## src/rtl/mw_pkg.sv

```systemverilog
package mw_pkg;
  localparam int unsigned INSN_W = 32;
  localparam int unsigned IMM_W  = 16;
  localparam int unsigned RIDX_W = 5;
  localparam int unsigned HW_W   = 2;

  typedef enum logic [1:0] {
    MW_INV  = 2'd0,
    MW_RSV  = 2'd1,
    MW_ZERO = 2'd2,
    MW_KEEP = 2'd3
  } mw_op_e;

  typedef struct packed {
    logic              wide;
    mw_op_e            op;
    logic [HW_W-1:0]   hw;
    logic [IMM_W-1:0]  imm;
    logic [RIDX_W-1:0] rd;
  } mw_fields_t;
endpackage

```

## src/rtl/mw_decode.sv

```systemverilog
module mw_decode
  import mw_pkg::*;
#(
  parameter int unsigned XLEN     = 64,
  parameter int unsigned ZERO_REG = 31
) (
  input  logic [INSN_W-1:0] insn_i,
  output mw_fields_t        fld_o,
  output logic              illegal_o,
  output logic              zero_dst_o
);
  localparam int unsigned NARROW_LANES = (XLEN / 2) / IMM_W;

  always_comb begin
    fld_o.wide = insn_i[31];
    fld_o.op   = mw_op_e'(insn_i[30:29]);
    fld_o.hw   = insn_i[22:21];
    fld_o.imm  = insn_i[20:5];
    fld_o.rd   = insn_i[4:0];
  end

  logic narrow_oob;
  assign narrow_oob = !fld_o.wide && (int'(fld_o.hw) >= NARROW_LANES);
  assign illegal_o  = (fld_o.op == MW_RSV) || narrow_oob;
  assign zero_dst_o = (int'(fld_o.rd) == ZERO_REG);
endmodule

```

## src/rtl/mw_lane_merge.sv

```systemverilog
module mw_lane_merge
  import mw_pkg::*;
#(
  parameter int unsigned XLEN = 64
) (
  input  mw_fields_t      fld_i,
  input  logic [XLEN-1:0] old_i,
  output logic [XLEN-1:0] val_o
);
  localparam int unsigned LANES        = XLEN / IMM_W;
  localparam int unsigned NARROW_LANES = (XLEN / 2) / IMM_W;

  for (genvar k = 0; k < LANES; k++) begin : g_lane
    logic             hit;
    logic [IMM_W-1:0] lane;
    assign hit = (fld_i.hw == HW_W'(k));

    always_comb begin
      unique case (fld_i.op)
        MW_INV:  lane = hit ? ~fld_i.imm : '1;
        MW_ZERO: lane = hit ?  fld_i.imm : '0;
        MW_KEEP: lane = hit ?  fld_i.imm : old_i[k*IMM_W +: IMM_W];
        default: lane = '0;
      endcase
    end

    if (k >= NARROW_LANES) begin : g_upper
      // upper half cleared for 32-bit operands
      assign val_o[k*IMM_W +: IMM_W] = fld_i.wide ? lane : '0;
    end else begin : g_lower
      assign val_o[k*IMM_W +: IMM_W] = lane;
    end
  end
endmodule

```

## src/rtl/mw_imm_unit.sv

```systemverilog
module mw_imm_unit
  import mw_pkg::*;
#(
  parameter int unsigned XLEN     = 64,
  parameter int unsigned ZERO_REG = 31
) (
  input  logic              clk_i,
  input  logic              rst_ni,
  input  logic              valid_i,
  input  logic [31:0]       insn_i,
  input  logic [XLEN-1:0]   old_val_i,
  output logic [XLEN-1:0]   result_o,
  output logic [4:0]        rd_o,
  output logic              wr_en_o,
  output logic              undef_o
);
  localparam int unsigned HALF = XLEN / 2;

  mw_fields_t      fld;
  logic            illegal, zero_dst;
  logic [XLEN-1:0] merged;

  mw_decode #(.XLEN(XLEN), .ZERO_REG(ZERO_REG)) u_decode (
    .insn_i     (insn_i),
    .fld_o      (fld),
    .illegal_o  (illegal),
    .zero_dst_o (zero_dst)
  );

  mw_lane_merge #(.XLEN(XLEN)) u_merge (
    .fld_i (fld),
    .old_i (old_val_i),
    .val_o (merged)
  );

  always_ff @(posedge clk_i or negedge rst_ni) begin
    if (!rst_ni) begin
      result_o <= '0;
      rd_o     <= '0;
      wr_en_o  <= 1'b0;
      undef_o  <= 1'b0;
    end else if (valid_i) begin
      result_o <= illegal ? '0 : merged;
      rd_o     <= fld.rd;
      wr_en_o  <= !illegal && !zero_dst;
      undef_o  <= illegal;
    end else begin
      wr_en_o  <= 1'b0;
      undef_o  <= 1'b0;
    end
  end


  undef_no_write_chk: assert property (@(posedge clk_i) disable iff (!rst_ni)
    undef_o |-> (!wr_en_o && result_o == '0));


  zero_reg_chk: assert property (@(posedge clk_i) disable iff (!rst_ni)
    wr_en_o |-> (int'(rd_o) != ZERO_REG));


  narrow_upper_chk: assert property (@(posedge clk_i) disable iff (!rst_ni)
    (valid_i && !insn_i[31]) |=> (result_o[XLEN-1:HALF] == '0));


  keep_upper_chk: assert property (@(posedge clk_i) disable iff (!rst_ni)
    (valid_i && insn_i[31] && insn_i[30:29] == 2'd3 && insn_i[22:21] == 2'd0)
    |=> (result_o[XLEN-1:IMM_W] == $past(old_val_i[XLEN-1:IMM_W])));


  zero_move_chk: assert property (@(posedge clk_i) disable iff (!rst_ni)
    (valid_i && insn_i[31] && insn_i[30:29] == 2'd2 && insn_i[22:21] == 2'd0)
    |=> (result_o == XLEN'($past(insn_i[20:5]))));


  idle_clear_chk: assert property (@(posedge clk_i) disable iff (!rst_ni)
    !valid_i |=> (!wr_en_o && !undef_o && $stable(result_o) && $stable(rd_o)));
endmodule

```

## config.mk

```make
export PLATFORM = sky130hd
export DESIGN_NAME = mw_imm_unit
export DESIGN_NICKNAME = d
export VERILOG_FILES = /design/src/rtl/mw_pkg.sv /design/src/rtl/mw_decode.sv /design/src/rtl/mw_lane_merge.sv /design/src/rtl/mw_imm_unit.sv
export SDC_FILE = /design/constraint.sdc
export NUM_CORES = 1
export LEC_CHECK = 0
export BUFFER_PORTS_ARGS = -buffer_cell sky130_fd_sc_hd__buf_4
export CAP_MARGIN = 20
export CORE_MARGIN = 4
export CORE_UTILIZATION = 44
export CTS_CLUSTER_DIAMETER = 30
export DETAILED_ROUTE_END_ITERATION = 16
export HOLD_SLACK_MARGIN = 0.02
export PLACE_DENSITY = 0.78
export REMOVE_ABC_BUFFERS = 1
export SLEW_MARGIN = 5
export SYNTH_ARGS = -nofsm -noshare
export SYNTH_HDL_FRONTEND = slang
export SYNTH_SLANG_ARGS = --single-unit
export TNS_END_PERCENT = 30
```

## constraint.sdc

```tcl
create_clock -name clk_i -period 0.9 [get_ports clk_i]
set_clock_uncertainty 0.2 [all_clocks]
set_input_delay 0.045 -clock clk_i [delete_from_list [all_inputs] [get_ports clk_i]]
set_output_delay 0.045 -clock clk_i [all_outputs]
set_load 0.02 [all_outputs]
```

==> qor.yml <==
run_status:
  outcome: "finished with violations"
  violations: "hold timing, setup timing"
placed_design:
  place_congestion: 0.889
  place_ws_ns: -0.486
  io_buffers: 163
  dpl.hpwl_um: 10900
global_route:
  grt_remaining_overflow: 0
  grt_util_met3: 0.0534
  grt_util_met1: 0.345
  antenna_found_initial: 0
  grt_pass1_vias: 4878
  grt_usage: 0.280
  use_met2: 0.476
  grt_pass1_wl_um: 24600
  grt_max_degree: 46
  top_usage_layer: "met2"
synthesis:
  syn_area_um2: 4100
  synth_seq_cells: 71
  syn_avg_cell_area_um2: 9.48
  yosysWarnings: 0
  synthCells: 432
  synth_cell_types: 31
  ys_seq_area_frac: 0.434
timing:
  min_period_over_period: 1.41
  tightest_slew_ns: 0.301
  timing.fmax_ghz: 0.786
  hold_ws_ns: -0.273
  fin_ws_ns: -0.373
  rsz0062_at_grt: "true"
  slew_headroom: 0.799
  slew_violations: 0
  setup_viol: 136
  final_hold_viol_count: 72
  min_period_ns: 1.27
clock_network:
  clk_pin_slew_ns: 0.08
  h-tree-depth: 3
  cts_buffers: 9
  clkSinkCount: 71
  clockRootBuffer: "clkbuf_8"
  insertion_delay_ns: 0.35
  cts_tree: "built"
  cts_hold_buf: 1
  clk_path_buf_depth: 2
finish:
  diodes: 0
  drive_gt1_frac: 0.569
  fin_nets: 748
  syn2layout_area_growth_pct: 67.7
  postLayoutCoreUtil: 0.772
power:
  power_w: 0.0104
  peakVddDrop_uv: 851
  power.density_nw_per_um2: 1510
  p_leak_nw: 3.12
route:
  first_pass_iters: 6
  detail-route-antenna-nets: 0
  dr_total_vias: 4729
  drt_iter0_markers: 361
  via_per_inst: 6.21
  drcViolationCount: 0
  drt-total-wl_um: 16400
  wl_per_cell_um: 21.5
worst_setup_path:
  worstPathCellList: "buf_6, buf_6"
  crit_family: "flip-flops"
  worst_setup_path_end_kind: "output pin"
  critPathMaxFanout: 2
  worstSetupPathType: "reg2out"
  required_ns: 0.65
  crit_buf_inv: 2
  startpoint_type: "register"
  cpPeakStageDelay_ns: 0.42
  arrival_ns: 1.03
  path_common_cell: "buf_6"
  slowest_stage: "dfrtp_1"
job:
  cap_violations: 0
floorplan:
  io_pins: 170
  die_x_um: 104
  core_area_um2: 8890
  rows: 34
  die-area_um2: 10900
  initial_core_util: 0.461
  die_h_um: 104
hold_path:
  hold_class: "in2reg"
-- routing by layer --
layer | up-vias | share of wire
li1 | 2086 | -
met1 | 2311 | 0.38
met2 | 286 | 0.51
met3 | 46 | 0.079
met4 | 0 | 0.031
met5 | - | 0
-- worst paths after layout --
path,to,from,cells after the start,slack [ns]
worst max-delay path,result_o[20],result_o[20],2,-0.37
worst min-delay path,rd_o[3],insn_i[3],2,-0.27
worst max register to register,result_o[25],result_o[25],3,-0.29
worst min register to register,rd_o[4],rd_o[4],1,0.32
max in group asynchronous,result_o[28],rst_ni,3,0.29
min in group asynchronous,result_o[62],rst_ni,3,0
-- flip-flops by register name (all words and copies together) (netlist names) --
signal,cells
rd_o,5
undef_o,1
wr_en_o,1
result_o,64
-- cell usage after synthesis --
cell	number	area, um^2
dfrtp_1	71	1780
a21oi_1	34	170
nor2_1	34	128
nand2b_1	33	206
a31oi_1	32	200
nand2_1	32	120
a22oi_1	30	225
buf_2	22	110
o221ai_2	20	300
clkbuf_1	17	63.8
nand3_1	16	80.1
o22ai_1	15	93.8
o21ai_1	14	70.1
o221a_2	14	158
o221ai_1	12	105
buf_6	5	56.3
mux2_2	5	56.3
o21ai_0	3	15.0
o221a_1	3	33.8
or2_1	3	18.8
a211oi_1	2	15.0
and2_1	2	12.5
buf_1	2	7.51
buf_4	2	15.0
inv_1	2	7.51
nor2_2	2	12.5
nand2_2	1	6.26
nand3_2	1	10.0
nor2b_1	1	6.26
nor3b_1	1	7.51
o22a_1	1	8.76
-- cell families after synthesis --
logic type | after synthesis | share of synthesized area
compound gates | 180 | 0.341
buf+inv | 50 | 0.0635
flops | 71 | 0.434
mux | 5 | 0.0137
simple gates | 126 | 0.148
-- through the flow --
step	instances	area [um^2]	TNS [ns]
6_report	762	6870	-24.28
5_1_grt	762	6870	-27.85
4_1_cts	750	6560	-22.77
3_5_place_dp	713	5760	-28.50
3_3_place_gp	713	5760	-26.30
2_1_floorplan	384	3840	-50.32
-- cell usage in the layout (no fill, tap or decap), types with 2 or more instances in the layout --
| cell | synthesis | routed |
|---|---|---|
| nand2b_4 | 0 | 7 |
| o21ai_1 | 14 | 6 |
| o22ai_1 | 15 | 4 |
| nor2_1 | 34 | 20 |
| clkinv_2 | 0 | 2 |
| a22oi_1 | 30 | 30 |
| nand2_1 | 32 | 32 |
| buf_6 | 5 | 89 |
| clkbuf_8 | 0 | 11 |
| o221a_4 | 0 | 2 |
| o221ai_1 | 12 | 6 |
| nor2_2 | 2 | 16 |
| mux2_2 | 5 | 5 |
| a21oi_1 | 34 | 27 |
| buf_12 | 0 | 11 |
| a211oi_1 | 2 | 2 |
| o221a_2 | 14 | 12 |
| o221a_1 | 3 | 3 |
| o21ai_2 | 0 | 9 |
| o221ai_2 | 20 | 26 |
| or2_4 | 0 | 3 |
| buf_4 | 2 | 153 |
| nand3_1 | 16 | 16 |
| o22ai_2 | 0 | 11 |
| a31oi_1 | 32 | 32 |
| a21oi_2 | 0 | 7 |
| dfrtp_1 | 71 | 71 |
| nand2b_1 | 33 | 26 |
-- final cells by class --
class / count / area [um^2]
inverters: 2 / 7.51
multi-input cells: 311 / 2360
clock buffers: 11 / 151
well taps: 108 / 135
repair buffers: 254 / 2380
fillers: 564 / 2020
clock inverters: 5 / 56.3
flip-flops and latches: 71 / 1780
-- power by group --
| part | switching (W) | total [W] | internal, W |
|---|---|---|---|
| Combinational | 0.00183 | 0.00383 | 0.00200 |
| Clock | 0.00130 | 0.00273 | 0.00143 |
| Sequential | 0.000285 | 0.00382 | 0.00353 |
| Total | 0.00341 | 0.0104 | 0.00696 |
-- repair_timing --
action                                  4_1_cts  5_1_grt
gates resized for setup                     106       52
endpoints found under the setup margin      139      140
buffers inserted                             20       12
pin swaps                                     2        1
hold endpoints to repair                    141       70
cloned                                        0        0
Power figures use the tool's default switching activity.
